--- src/rtl/tmx_pkg.sv ---
package tmx_pkg;
  localparam int unsigned NCH       = 8;
  localparam int unsigned CH_W      = $clog2(NCH);
  localparam int unsigned CTRL_W    = 10;
  localparam int unsigned RATE_N    = 5;
  localparam int unsigned WIDE_FROM = 4;  // index of channel 8: wide control from here on

  // control word bit positions
  localparam int unsigned CB_OWN    = 7;
  localparam int unsigned CB_REARM  = 6;
  localparam int unsigned CB_ZERO   = 3;
  localparam int unsigned CB_FREEZE = 8;
  localparam int unsigned CB_SNAP   = 9;

  // counter group leaders, as channel index (channel number minus 4)
  localparam logic [CH_W-1:0] LEAD_A = CH_W'(0);
  localparam logic [CH_W-1:0] LEAD_B = CH_W'(4);
  localparam logic [CH_W-1:0] LEAD_C = CH_W'(6);

  typedef enum logic [2:0] {
    RATE_OFF  = 3'd0,
    RATE_32K  = 3'd1,
    RATE_1K   = 3'd2,
    RATE_1HZ  = 3'd3,
    RATE_1M   = 3'd4,
    RATE_EXT  = 3'd5
  } rate_e;

  function automatic logic [CH_W-1:0] leader_of(input int unsigned k);
    if (k < 4)      return LEAD_A;
    else if (k < 6) return LEAD_B;
    else            return LEAD_C;
  endfunction

  function automatic bit is_leader(input int unsigned k);
    return (k == 0) || (k == 4) || (k == 6);
  endfunction
endpackage

--- src/rtl/tmx_regbank.sv ---
module tmx_regbank
  import tmx_pkg::*;
#(
  parameter int unsigned DATA_W = 32,
  parameter int unsigned ADDR_W = 12
) (
  input  logic                           clk,
  input  logic                           rst_n,
  input  logic                           bus_wr,
  input  logic                           bus_rd,
  input  logic [ADDR_W-1:0]              bus_addr,
  input  logic [DATA_W-1:0]              bus_wdata,
  input  logic [NCH-1:0][DATA_W-1:0]     cnt_i,
  output logic [DATA_W-1:0]              bus_rdata,
  output logic [NCH-1:0][DATA_W-1:0]     match_o,
  output logic [NCH-1:0][2:0]            rate_o,
  output logic [NCH-1:0]                 own_o,
  output logic [NCH-1:0]                 zero_o,
  output logic [NCH-1:0]                 rearm_o,
  output logic [NCH-1:0]                 freeze_o,
  output logic [NCH-1:0]                 cnt_wr_o,
  output logic [NCH-1:0]                 match_wr_o
);
  localparam logic [2:0] RG_CNT = 3'b010;
  localparam logic [2:0] RG_MAT = 3'b100;
  localparam logic [2:0] RG_CTL = 3'b110;
  localparam logic [7:0] SNAP_OFS = 8'h20;
  // snapshot pairs: reading channel 9 captures 8, channel 11 captures 10
  localparam logic [CH_W-1:0] SNAP_RD_A = CH_W'(5);
  localparam logic [CH_W-1:0] SNAP_RD_B = CH_W'(7);

  logic [NCH-1:0][CTRL_W-1:0] ctrl_q, ctrl_d;
  logic [NCH-1:0][DATA_W-1:0] match_q, match_d;
  logic [DATA_W-1:0]          snap_q, snap_d;

  logic            in_page, aligned;
  logic [2:0]      region;
  logic [CH_W-1:0] idx;
  logic            cnt_sel, mat_sel, ctl_sel, snap_sel;

  assign in_page  = (bus_addr[ADDR_W-1:8] == '0);
  assign aligned  = (bus_addr[1:0] == 2'b00);
  assign region   = bus_addr[7:5];
  assign idx      = bus_addr[4:2];
  assign cnt_sel  = in_page && aligned && (region == RG_CNT);
  assign mat_sel  = in_page && aligned && (region == RG_MAT);
  assign ctl_sel  = in_page && aligned && (region == RG_CTL);
  assign snap_sel = in_page && (bus_addr[7:0] == SNAP_OFS);

  for (genvar k = 0; k < NCH; k++) begin : g_ch
    localparam logic [CTRL_W-1:0] KEEP = (k >= WIDE_FROM) ? 10'h3FF : 10'h0FF;
    logic hit_here;
    assign hit_here = (idx == CH_W'(k));

    always_comb begin
      ctrl_d[k] = ctrl_q[k];
      if (bus_wr && ctl_sel && hit_here) ctrl_d[k] = bus_wdata[CTRL_W-1:0] & KEEP;
    end

    always_comb begin
      match_d[k] = match_q[k];
      if (bus_wr && mat_sel && hit_here) match_d[k] = bus_wdata;
    end

    assign cnt_wr_o[k]   = bus_wr && cnt_sel && hit_here;
    assign match_wr_o[k] = bus_wr && mat_sel && hit_here;
    assign rate_o[k]     = ctrl_q[k][2:0];
    assign own_o[k]      = ctrl_q[k][CB_OWN];
    assign zero_o[k]     = ctrl_q[k][CB_ZERO];
    assign rearm_o[k]    = ctrl_q[k][CB_REARM];
    if (k >= WIDE_FROM) begin : g_wide
      assign freeze_o[k] = ctrl_q[k][CB_FREEZE];
    end else begin : g_narrow
      assign freeze_o[k] = 1'b0;
    end
  end

  always_comb begin
    snap_d = snap_q;
    if (bus_rd && cnt_sel) begin
      if (idx == SNAP_RD_A && ctrl_q[SNAP_RD_A][CB_SNAP])      snap_d = cnt_i[LEAD_B];
      else if (idx == SNAP_RD_B && ctrl_q[SNAP_RD_B][CB_SNAP]) snap_d = cnt_i[LEAD_C];
    end
  end

  always_ff @(posedge clk or negedge rst_n) begin
    if (!rst_n) begin
      ctrl_q  <= '0;
      match_q <= '0;
      snap_q  <= '0;
    end else begin
      ctrl_q  <= ctrl_d;
      match_q <= match_d;
      snap_q  <= snap_d;
    end
  end

  always_comb begin
    bus_rdata = '0;
    if (cnt_sel)       bus_rdata = cnt_i[idx];
    else if (mat_sel)  bus_rdata = match_q[idx];
    else if (ctl_sel)  bus_rdata = DATA_W'(ctrl_q[idx]);
    else if (snap_sel) bus_rdata = snap_q;
  end

  assign match_o = match_q;
endmodule

--- src/rtl/tmx_rate_pick.sv ---
module tmx_rate_pick
  import tmx_pkg::*;
#(
  parameter bit LEADER = 1'b0
) (
  input  logic [2:0]        rate_code,
  input  logic              own,
  input  logic              freeze,
  input  logic [RATE_N-1:0] rate_tick,
  output logic              adv
);
  logic run;
  assign run = (own || LEADER) && !freeze;

  always_comb begin
    adv = 1'b0;
    if (run) begin
      case (rate_e'(rate_code))
        RATE_32K: adv = rate_tick[0];
        RATE_1K:  adv = rate_tick[1];
        RATE_1HZ: adv = rate_tick[2];
        RATE_1M:  adv = rate_tick[3];
        RATE_EXT: adv = rate_tick[4];
        default:  adv = 1'b0;
      endcase
    end
  end
endmodule

--- src/rtl/tmx_counter.sv ---
module tmx_counter #(
  parameter int unsigned W = 32
) (
  input  logic         clk,
  input  logic         rst_n,
  input  logic         adv,
  input  logic         load,
  input  logic [W-1:0] load_val,
  input  logic         clr,
  output logic [W-1:0] cnt_o
);
  logic [W-1:0] cnt_q, cnt_d;

  always_comb begin
    cnt_d = cnt_q;
    if (load)     cnt_d = load_val;
    else if (clr) cnt_d = '0;
    else if (adv) cnt_d = cnt_q + W'(1);
  end

  always_ff @(posedge clk or negedge rst_n) begin
    if (!rst_n) cnt_q <= '0;
    else        cnt_q <= cnt_d;
  end

  assign cnt_o = cnt_q;
endmodule

--- src/rtl/tmx_match_unit.sv ---
module tmx_match_unit #(
  parameter int unsigned W = 32
) (
  input  logic         clk,
  input  logic         rst_n,
  input  logic         arm,
  input  logic [W-1:0] src_cnt,
  input  logic         src_adv,
  input  logic [W-1:0] match_val,
  input  logic         rearm,
  output logic         hit_o
);
  logic armed_q, armed_d;

  assign hit_o = armed_q && src_adv && ((src_cnt + W'(1)) == match_val);

  always_comb begin
    armed_d = armed_q;
    if (arm)                 armed_d = 1'b1;
    else if (hit_o && !rearm) armed_d = 1'b0;
  end

  always_ff @(posedge clk or negedge rst_n) begin
    if (!rst_n) armed_q <= 1'b0;
    else        armed_q <= armed_d;
  end
endmodule

--- src/rtl/tmx_ext_timer.sv ---
module tmx_ext_timer
  import tmx_pkg::*;
#(
  parameter int unsigned DATA_W = 32,
  parameter int unsigned ADDR_W = 12
) (
  input  logic              clk,
  input  logic              rst_n,
  input  logic              bus_wr,
  input  logic              bus_rd,
  input  logic [ADDR_W-1:0] bus_addr,
  input  logic [DATA_W-1:0] bus_wdata,
  output logic [DATA_W-1:0] bus_rdata,
  input  logic [RATE_N-1:0] rate_tick_i,
  input  logic [NCH-1:0]    irq_en_i,
  input  logic [NCH-1:0]    stat_clr_i,
  output logic [NCH-1:0]    stat_o,
  output logic              grp_irq_o
);
  // reset: asserted asynchronously, released on a clock edge
  logic [1:0] rst_sync_q;
  logic       rst_int_n;

  always_ff @(posedge clk or negedge rst_n) begin
    if (!rst_n) rst_sync_q <= 2'b00;
    else        rst_sync_q <= {rst_sync_q[0], 1'b1};
  end
  assign rst_int_n = rst_sync_q[1];

  logic [NCH-1:0][DATA_W-1:0] cnt, match, src_cnt;
  logic [NCH-1:0][2:0]        rate;
  logic [NCH-1:0]             own, zero, rearm, freeze;
  logic [NCH-1:0]             cnt_wr, match_wr;
  logic [NCH-1:0]             adv_raw, adv_eff, src_adv, hit, clr_req;
  logic [NCH-1:0][CH_W-1:0]   src_idx;

  tmx_regbank #(.DATA_W(DATA_W), .ADDR_W(ADDR_W)) u_regs (
    .clk        (clk),
    .rst_n      (rst_int_n),
    .bus_wr     (bus_wr),
    .bus_rd     (bus_rd),
    .bus_addr   (bus_addr),
    .bus_wdata  (bus_wdata),
    .cnt_i      (cnt),
    .bus_rdata  (bus_rdata),
    .match_o    (match),
    .rate_o     (rate),
    .own_o      (own),
    .zero_o     (zero),
    .rearm_o    (rearm),
    .freeze_o   (freeze),
    .cnt_wr_o   (cnt_wr),
    .match_wr_o (match_wr)
  );

  for (genvar j = 0; j < NCH; j++) begin : g_cnt
    tmx_rate_pick #(.LEADER(is_leader(j))) u_rate (
      .rate_code (rate[j]),
      .own       (own[j]),
      .freeze    (freeze[j]),
      .rate_tick (rate_tick_i),
      .adv       (adv_raw[j])
    );

    // a bus load in the same cycle wins over a tick and suppresses matching on it
    assign adv_eff[j] = adv_raw[j] && !cnt_wr[j];

    tmx_counter #(.W(DATA_W)) u_cnt (
      .clk      (clk),
      .rst_n    (rst_int_n),
      .adv      (adv_eff[j]),
      .load     (cnt_wr[j]),
      .load_val (bus_wdata),
      .clr      (clr_req[j]),
      .cnt_o    (cnt[j])
    );
  end

  for (genvar k = 0; k < NCH; k++) begin : g_ch
    assign src_idx[k] = own[k] ? CH_W'(k) : leader_of(k);
    assign src_cnt[k] = cnt[src_idx[k]];
    assign src_adv[k] = adv_eff[src_idx[k]];

    tmx_match_unit #(.W(DATA_W)) u_match (
      .clk       (clk),
      .rst_n     (rst_int_n),
      .arm       (match_wr[k] || cnt_wr[k]),
      .src_cnt   (src_cnt[k]),
      .src_adv   (src_adv[k]),
      .match_val (match[k]),
      .rearm     (rearm[k]),
      .hit_o     (hit[k])
    );
  end

  // reset-on-match targets whichever counter the matching channel compares against
  always_comb begin
    clr_req = '0;
    for (int k = 0; k < NCH; k++) begin
      if (hit[k] && zero[k]) clr_req[src_idx[k]] = 1'b1;
    end
  end

  logic [NCH-1:0] stat_q, stat_d;
  logic           irq_q, irq_d;

  always_comb begin
    stat_d = (stat_q & ~stat_clr_i) | (hit & irq_en_i);
    irq_d  = |stat_d;
  end

  always_ff @(posedge clk or negedge rst_int_n) begin
    if (!rst_int_n) begin
      stat_q <= '0;
      irq_q  <= 1'b0;
    end else begin
      stat_q <= stat_d;
      irq_q  <= irq_d;
    end
  end

  assign stat_o    = stat_q;
  assign grp_irq_o = irq_q;
endmodule

--- config.mk ---
export PLATFORM = sky130hd
export DESIGN_NAME = tmx_ext_timer
export DESIGN_NICKNAME = d
export VERILOG_FILES = /design/src/rtl/tmx_pkg.sv /design/src/rtl/tmx_regbank.sv /design/src/rtl/tmx_rate_pick.sv /design/src/rtl/tmx_counter.sv /design/src/rtl/tmx_match_unit.sv /design/src/rtl/tmx_ext_timer.sv
export SDC_FILE = /design/constraint.sdc
export NUM_CORES = 2
export LEC_CHECK = 0
export ABC_AREA = 1
export BUFFER_PORTS_ARGS = -buffer_cell sky130_fd_sc_hd__buf_2
export CORE_ASPECT_RATIO = 0.75
export CORE_MARGIN = 3
export CORE_UTILIZATION = 30
export DETAILED_ROUTE_END_ITERATION = 16
export PLACE_DENSITY_LB_ADDON = 0.2
export RECOVER_POWER = 100
export SLEW_MARGIN = 20
export SYNTH_ARGS = -nofsm -noshare
export SYNTH_HDL_FRONTEND = slang
export SYNTH_SLANG_ARGS = --single-unit
--- constraint.sdc ---
create_clock -name clk -period 47.5 [get_ports clk]
set_clock_uncertainty 0.1 [all_clocks]
set_input_delay 4.75 -clock clk [delete_from_list [all_inputs] [get_ports clk]]
set_output_delay 4.75 -clock clk [all_outputs]
set_load 0.05 [all_outputs]
After elaboration in Yosys (flattened, before gate mapping)
Cells that the tools add are included.
{ "word_totals": {"input_bits": 69, "memories": 0, "elab_cells": 368, "reg_bits": 635, "latchBits": 0, "rom_bits": 0, "ramBits": 0, "out_inout_bits": 41} }
{ "op_classes": {"n_shift": 0, "n_bitwise": 9, "eq_ne": 59, "order_cmp": 11, "muxes": 110, "n_addsub": 13, "mul": 0, "n_reduce_logical": 130, "n_div": 0} }
{ "op_table": {"columns": ["op", "n"], "rows": [
  ["$mux W32", 37],
  ["$bmux W32 S3", 7],
  ["$add A32 B1 Y32 const B", 13],
  ["$eq A32 B32 Y1", 8],
  ["$logic_and A1 B1 Y1", 82],
  ["$eq A3 B3 Y1 const B", 22],
  ["$eq A3 B2 Y1 const B", 19],
  ["$mux W8", 5],
  ["$or A8 B8 Y8", 5],
  ["$pmux W1 S5", 8],
  ["$mux W1", 37],
  ["$bmux W10 S3", 1],
  ["$eq A3 B1 Y1 const B", 9],
  ["$reduce_bool A3 Y1", 8],
  ["$logic_not A1 Y1", 18],
  ["$reduce_bool A2 Y1", 9],
  ["$and A8 B8 Y8", 2],
  ["$bmux W1 S3", 5],
  ["$demux W1 S3", 5],
  ["$lt A3 B4 Y1 const B", 3],
  ["$mux W10", 1],
  ["$eq A8 B6 Y1 const B", 1],
  ["$logic_or A1 B1 Y1", 8],
  ["$lt A2 B4 Y1 const B", 2],
  ["other kinds (14)", 17]
]} }

Longest topological paths before layout
{ "depth": {"depth_word": 25, "ltp_mapped": 26, "ltp_nobuf": 24} }

By module
From an unflattened synthesis, not the netlist that was laid out.
{ "unflattened": {"cells_unflattened": 9029, "hier_area_um2": 54432.2} }
{ "modules_own_cells": {"columns": ["module", "n_inst", "seq_area_each_um2", "cells_each", "area_per_inst_um2"], "rows": [
  ["tmx_regbank", 1, 9008.6, 2627, 19062.0],
  ["tmx_counter", 8, 800.8, 362, 2341.0],
  ["tmx_match_unit", 8, 25.0, 350, 1677.9],
  ["tmx_ext_timer", 1, 275.3, 576, 2667.6],
  ["tmx_rate_pick at g_cnt[1].u_rate ...", 5, 0.0, 17, 67.6],
  ["tmx_rate_pick at g_cnt[0].u_rate ...", 3, 0.0, 15, 71.3]
]} }

Worst setup path before layout
Ideal clock, no wire load.
{ "synth_timing": {"path_kind": "in2out", "start": "in bus_addr[1]", "end": "out bus_rdata[16]", "cell_stages": 6, "required_ns": 42.650, "arrival_ns": 7.488, "slack_ns": 35.162, "path_cell_list": "or2_2 nor2_2 nand2_1 nor2_1 inv_1 o311ai_0"} }
{ "synth_between": {"elab_chain_cells": 6, "elab_cells_between_ends": 11} }
{ "synth_lines": {"columns": ["item", "line", "text"], "rows": [
  ["from (decl)", "tmx_ext_timer.sv:11", "input logic [ADDR_W-1:0] bus_addr,"],
  ["$eq A8 B6 Y1 / $logic_not A2 Y1 (equally long branches)", "tmx_regbank.sv:48, tmx_regbank.sv:42", null],
  ["$logic_and A1 B1 Y1 (on tied branches)", null, null],
  ["$mux W32 / $logic_and A1 B1 Y1 (equally long branches)", "tmx_regbank.sv:103, tmx_regbank.sv:47", null],
  ["$mux W32", "tmx_regbank.sv:102", "else if (ctl_sel) bus_rdata = DATA_W'(ctrl_q[idx]);"],
  ["$mux W32", "tmx_regbank.sv:101", "else if (mat_sel) bus_rdata = match_q[idx];"],
  ["$mux W32 (*)", "tmx_regbank.sv:100", "if (cnt_sel) bus_rdata = cnt_i[idx];"],
  ["to (decl)", "tmx_ext_timer.sv:13", "output logic [DATA_W-1:0] bus_rdata,"]
]} }
Mark *: on every way between the ends. The rest lies on a longest branch, timed or not.

Worst setup path in the final report
{ "layout_timing": {"start": "in bus_addr[4]", "end": "reg g_cnt[4].u_cnt.cnt_q[1]"} }
{ "layout_between": {"elab_chain_cells": 22, "elab_cells_between_ends": 74} }
{ "layout_lines": {"columns": ["item", "line", "text"], "rows": [
  ["$eq A3 B1 Y1, or another cell as far along", "tmx_regbank.sv:53", "assign hit_here = (idx == CH_W'(k));"],
  ["$logic_and A1 B1 Y1", "tmx_regbank.sv:65", "assign cnt_wr_o[k] = bus_wr && cnt_sel && hit_here;"],
  ["$logic_not A1 Y1", "tmx_ext_timer.sv:66", "assign adv_eff[j] = adv_raw[j] && !cnt_wr[j];"],
  ["$logic_and A1 B1 Y1", "tmx_ext_timer.sv:66", null],
  ["$bmux W1 S3", "tmx_ext_timer.sv:82", "assign src_adv[k] = adv_eff[src_idx[k]];"],
  ["$mux W1 (implied by the code)", "tmx_ext_timer.sv:82", null],
  ["$logic_and A1 B1 Y1 (2 in a row)", "tmx_match_unit.sv:15", "assign hit_o = armed_q && src_adv && ((src_cnt + W'(1)) == match_val);"],
  ["$logic_and A1 B1 Y1", "tmx_ext_timer.sv:100", "if (hit[k] && zero[k]) clr_req[src_idx[k]] = 1'b1;"],
  ["[... 5 more ...]", null, null],
  ["$mux W5", "tmx_ext_timer.sv:100", null],
  ["$or A8 B8 Y8 (no source line)", null, null],
  ["$mux W8", "tmx_ext_timer.sv:100", null],
  ["$mux W7", "tmx_ext_timer.sv:100", null],
  ["$or A8 B8 Y8 (no source line)", null, null],
  ["$mux W8", "tmx_ext_timer.sv:100", null],
  ["$mux W32", "tmx_counter.sv:17", "else if (clr) cnt_d = '0;"],
  ["$mux W32", "tmx_counter.sv:16", "if (load) cnt_d = load_val;"],
  ["to (signal assigned)", "tmx_counter.sv:23", "else cnt_q <= cnt_d;"],
  ["to (decl)", "tmx_counter.sv:12", "logic [W-1:0] cnt_q, cnt_d;"]
]} }
Several ways; a longest one is shown, not always the timed one. The select of a mux whose other input is x is not followed.
A chain may end at the register's enable or synchronous reset.

==> summary.txt <==
======================================================================================
Outcome                                                                   finished with violations
Violations in the final reports                                           capacitance limit, slew limit
FF-to-FF path depth                                                                  2
Crit path time final                                                          16.72 ns
Row count                                                                          129
Leakage component of the power                                               0.0252 uW
Part of the power in registers                                                   41.4%
Number of buffers added by the clock tree synthesis step                            84
Port Buffer Count                                                                  109
Antenna violations before repair                                                    25
Actual slew at the worst max-slew pin                                          8.19 ns
Critical path peak fanout                                                           72
Final Max Tran Viols                                                              1948
Weighted congestion reported at the end of routability-driven placement           1.05
Floorplan core area                                                       166000 sq um
Area of the die                                                           173000 sq um
Fraction of the core area covered by cells at the end of the flow                33.3%
Starting density of the core                                                     30.4%
Pwr Density                                                               23.9 nW/um^2
Switching power total                                                           374 uW
Routed wire length                                                              334 mm
Number of optimization iterations in the first detailed-route pass                   7
Top library cells by usage in the layout, fill and taps aside             nand2_1, inv_1, o21ai_0
Critical Path RT                                                              47.99 ns
Critical path depth in cells                                                        17
Cell family contributing the most delay on the critical path              buffers and inverters
Total number of yosys warnings                                                       0
Initial DRC Count                                                                 8892
Critical Setup Path Class                                                    in -> reg
Number of hold buffers added after CTS                                               0
Cell depth of the worst min-delay path                                               0
Synthesized area per cell                                                   6.30 sq um
Clock insertion delay at the later pin of the skew report                      0.75 ns
Cell mode on critical path                                                     nand2_1
Post-Route Setup TNS                                                              0 ns
Routed WL per cell                                                             32.7 um
I/O pin total                                                                      110
WP data arrival                                                               17.21 ns
Worst IR Drop VDD                                                            0.0246 mV
Category of the worst setup path launch point                                input pin
CTS-repair resized insts                                                             0
H-Tree Depth                                                                         3
Proportion of layout cells with a drive suffix above 1                           4.97%
Net count, final                                                                  7981
CTS tree                                                                         built
Gr usage total                                                                   37.4%
Comb power frac                                                                   6.3%
Ordered list of cells on the worst path                                   clkbuf_1 > clkinv_1 > clkbuf_1 > nor2_1 > nand2_1 > nand2_1 > o21ai_0 > nand3b_1 > nor2_1 > nand2_1 > nor2_1 > nand4_1 > nand4_1 > clkbuf_1 > inv_1 > nand2_1 > nand2_1
Portion of total power attributed to the clock network                           52.3%
Commonest non-fill, non-tap cell in the layout                                 nand2_1
Number of endpoints failing setup at the final stage                                 0
Mapped Area                                                                50400 sq um
Count of different cell masters after synthesis                                     69
Count of buffering cells on the critical path with inverters included                5
Chip width                                                                      479 um
Total nets after synthesis                                                        8083
Post-Synthesis Cells                                                              8001
Number of flops mapped to enable cells by yosys                                      0
First-pass GRT wire length                                                      449 mm
Congestion Overflow GR                                                               0
Number of synthesized register bits                                                635
Via/cell ratio                                                                    5.69
Fmax                                                                          59.8 MHz
Int Pwr                                                                         950 uW
Type of destination of the critical path                                      register
Share of flip-flops with an asynchronous set or reset                             100%
Largest stage delay on the critical path                                       2.88 ns
Die H                                                                           361 um
Root cell of the clock tree                                                  clkbuf_16
DP HPWL                                                                         268 mm
Main synth FF type                                                             dfrtp_1
Clk pin slew, worst setup/hold paths                                           0.06 ns
Sequential fraction of the synthesis area                                        31.5%
Postcts setup bufs                                                                   0
Largest net degree at the start of global routing                                  134
Number of violations of the max-capacitance limit                                   41
Area overhead of the layout relative to synthesis                                9.73%
Tcrit/Tclk final                                                                 35.2%
Number of hold-slack violations in the final timing report                           0
Worst relative slew slack                                                        -446%
Post-route DRC violation count                                                       0
Buffer depth of the longest clock path                                               3
Number of global-route vias before repair                                        51100
Post-DRT Antenna Nets                                                                0
Slowest cell on crit path                                                     clkbuf_1
Total via count after detailed routing                                           58100
Unrepaired setup endpoints after global routing                                     no
HP Class                                                                    reg -> reg
Switching part of the total                                                      28.2%
Clk sink count                                                                     635
======================================================================================
power by group through the flow:
stage | logic, uW | registers (uW) | clock network (uW)
after global routing | 88.1 | 548 | 718
final | 83.4 | 548 | 692
after CTS | 82.9 | 548 | 698
after detailed placement | 82.6 | 558 | 0
after global placement | 82.4 | 558 | 0
after floorplan | 32.9 | 563 | 0
worst paths after layout:
| kind | slack (ns) | from | end |
|---|---|---|---|
| min | 0.26 | rst_sync_q[0] | rst_sync_q[1] |
| max reg2reg | 32.41 | rst_sync_q[1] | u_regs.match_o[94] |
| max | 30.78 | bus_addr[4] | g_cnt[4].u_cnt.cnt_o[1] |
| min in group asynchronous | 0.40 | rst_sync_q[1] | u_regs.zero_o[7] |
| min reg2reg | 0.26 | rst_sync_q[0] | rst_sync_q[1] |
| max in group asynchronous | 32.41 | rst_sync_q[1] | u_regs.match_o[94] |
worst register-to-register path: stages, from the launching register on:
cell      delay [ns]
dfrtp_1         1.14
clkbuf_1        5.48
clkbuf_1        6.14
metal layers:
metal	vias up	global-route usage (%)	routed length [um]
li1	25800	-	-
met1	28300	55.5	152000
met2	3491	49.9	127000
met3	508	10.0	37100
met4	4	15.6	17600
met5	-	0.844	222
kinds of logic after synthesis:
logic type / after synthesis / synth area share [%]
compound gates: 1169 / 13.5
xor+xnor: 365 / 6.62
fa+ha+maj: 13 / 0.323
buf+inv: 1203 / 9.60
flops: 635 / 31.5
other cells: 1 / 0.00744
simple gates: 4615 / 38.4
final cells by class:
type	instances	area (sq um)
Tap cell	2227	2790
Antenna cell	13	32.5
Fill cell	18700	111000
Timing Repair Buffer	207	1120
Sequential cell	635	15900
Multi-Input combinational cell	6163	29600
Inverter	808	3040
Clock inverter	35	395
Clock buffer	119	2420
cell usage after synthesis (4+ instances only):
cell | count | area [sq um]
a211oi_1 | 4 | 30.0
a21oi_1 | 61 | 305
a221oi_1 | 17 | 149
a22oi_1 | 60 | 450
a31oi_1 | 13 | 81.3
and2_1 | 7 | 43.8
and3_1 | 6 | 37.5
buf_1 | 26 | 97.6
buf_2 | 77 | 385
buf_4 | 20 | 150
buf_6 | 19 | 214
clkbuf_1 | 251 | 942
clkinv_1 | 11 | 41.3
dfrtp_1 | 635 | 15900
ha_1 | 13 | 163
inv_1 | 772 | 2900
inv_2 | 22 | 82.6
nand2_1 | 2998 | 11300
nand2_2 | 9 | 56.3
nand3_1 | 548 | 2740
nand3b_1 | 37 | 278
nand4_1 | 213 | 1330
nand4_2 | 6 | 75.1
nor2_1 | 571 | 2140
nor2_2 | 25 | 156
nor2_4 | 13 | 146
nor3_1 | 111 | 556
nor3b_1 | 4 | 30.0
nor4_1 | 29 | 181
o2111ai_1 | 44 | 385
o211ai_1 | 33 | 248
o21ai_0 | 667 | 3340
o21ai_1 | 69 | 345
o21ai_2 | 18 | 158
o21bai_1 | 12 | 90.1
o22ai_1 | 111 | 694
o2bb2ai_1 | 13 | 114
o311ai_0 | 23 | 201
o31ai_1 | 4 | 30.0
or2_2 | 19 | 119
xnor2_1 | 63 | 552
xnor3_1 | 8 | 180
xor2_1 | 292 | 2560
stage by stage:
stage | power (uW) | setup slack, ns | cell area, sq um | std cells | hold WS (ns)
5_1_grt | 1350 | 29.97 | 55300 | 10200 | 0.279
3_3_place_gp | 641 | 33.81 | 52800 | 10000 | 0.171
4_1_cts | 1330 | 33.73 | 55600 | 10200 | 0.180
3_5_place_dp | 640 | 33.73 | 52800 | 10000 | 0.175
2_1_floorplan | 596 | 28.39 | 50400 | 8001 | 0.231
6_report | 1320 | 30.78 | 55300 | 10200 | 0.260
registers in the layout (all words and copies together), names as in the netlist:
register	flops
u_regs.match_o	256
g_ch.u_match.armed_q	8
u_regs.zero_o	8
g_cnt.u_cnt.cnt_o	256
u_regs.ctrl_q	20
u_regs.rearm_o	8
rst_sync_q	2
u_regs.rate_o	24
stat_o	8
grp_irq_o	1
u_regs.own_o	8
u_regs.freeze_o	4
u_regs.snap_q	32
Note: power is estimated with default switching activity, not from simulation.
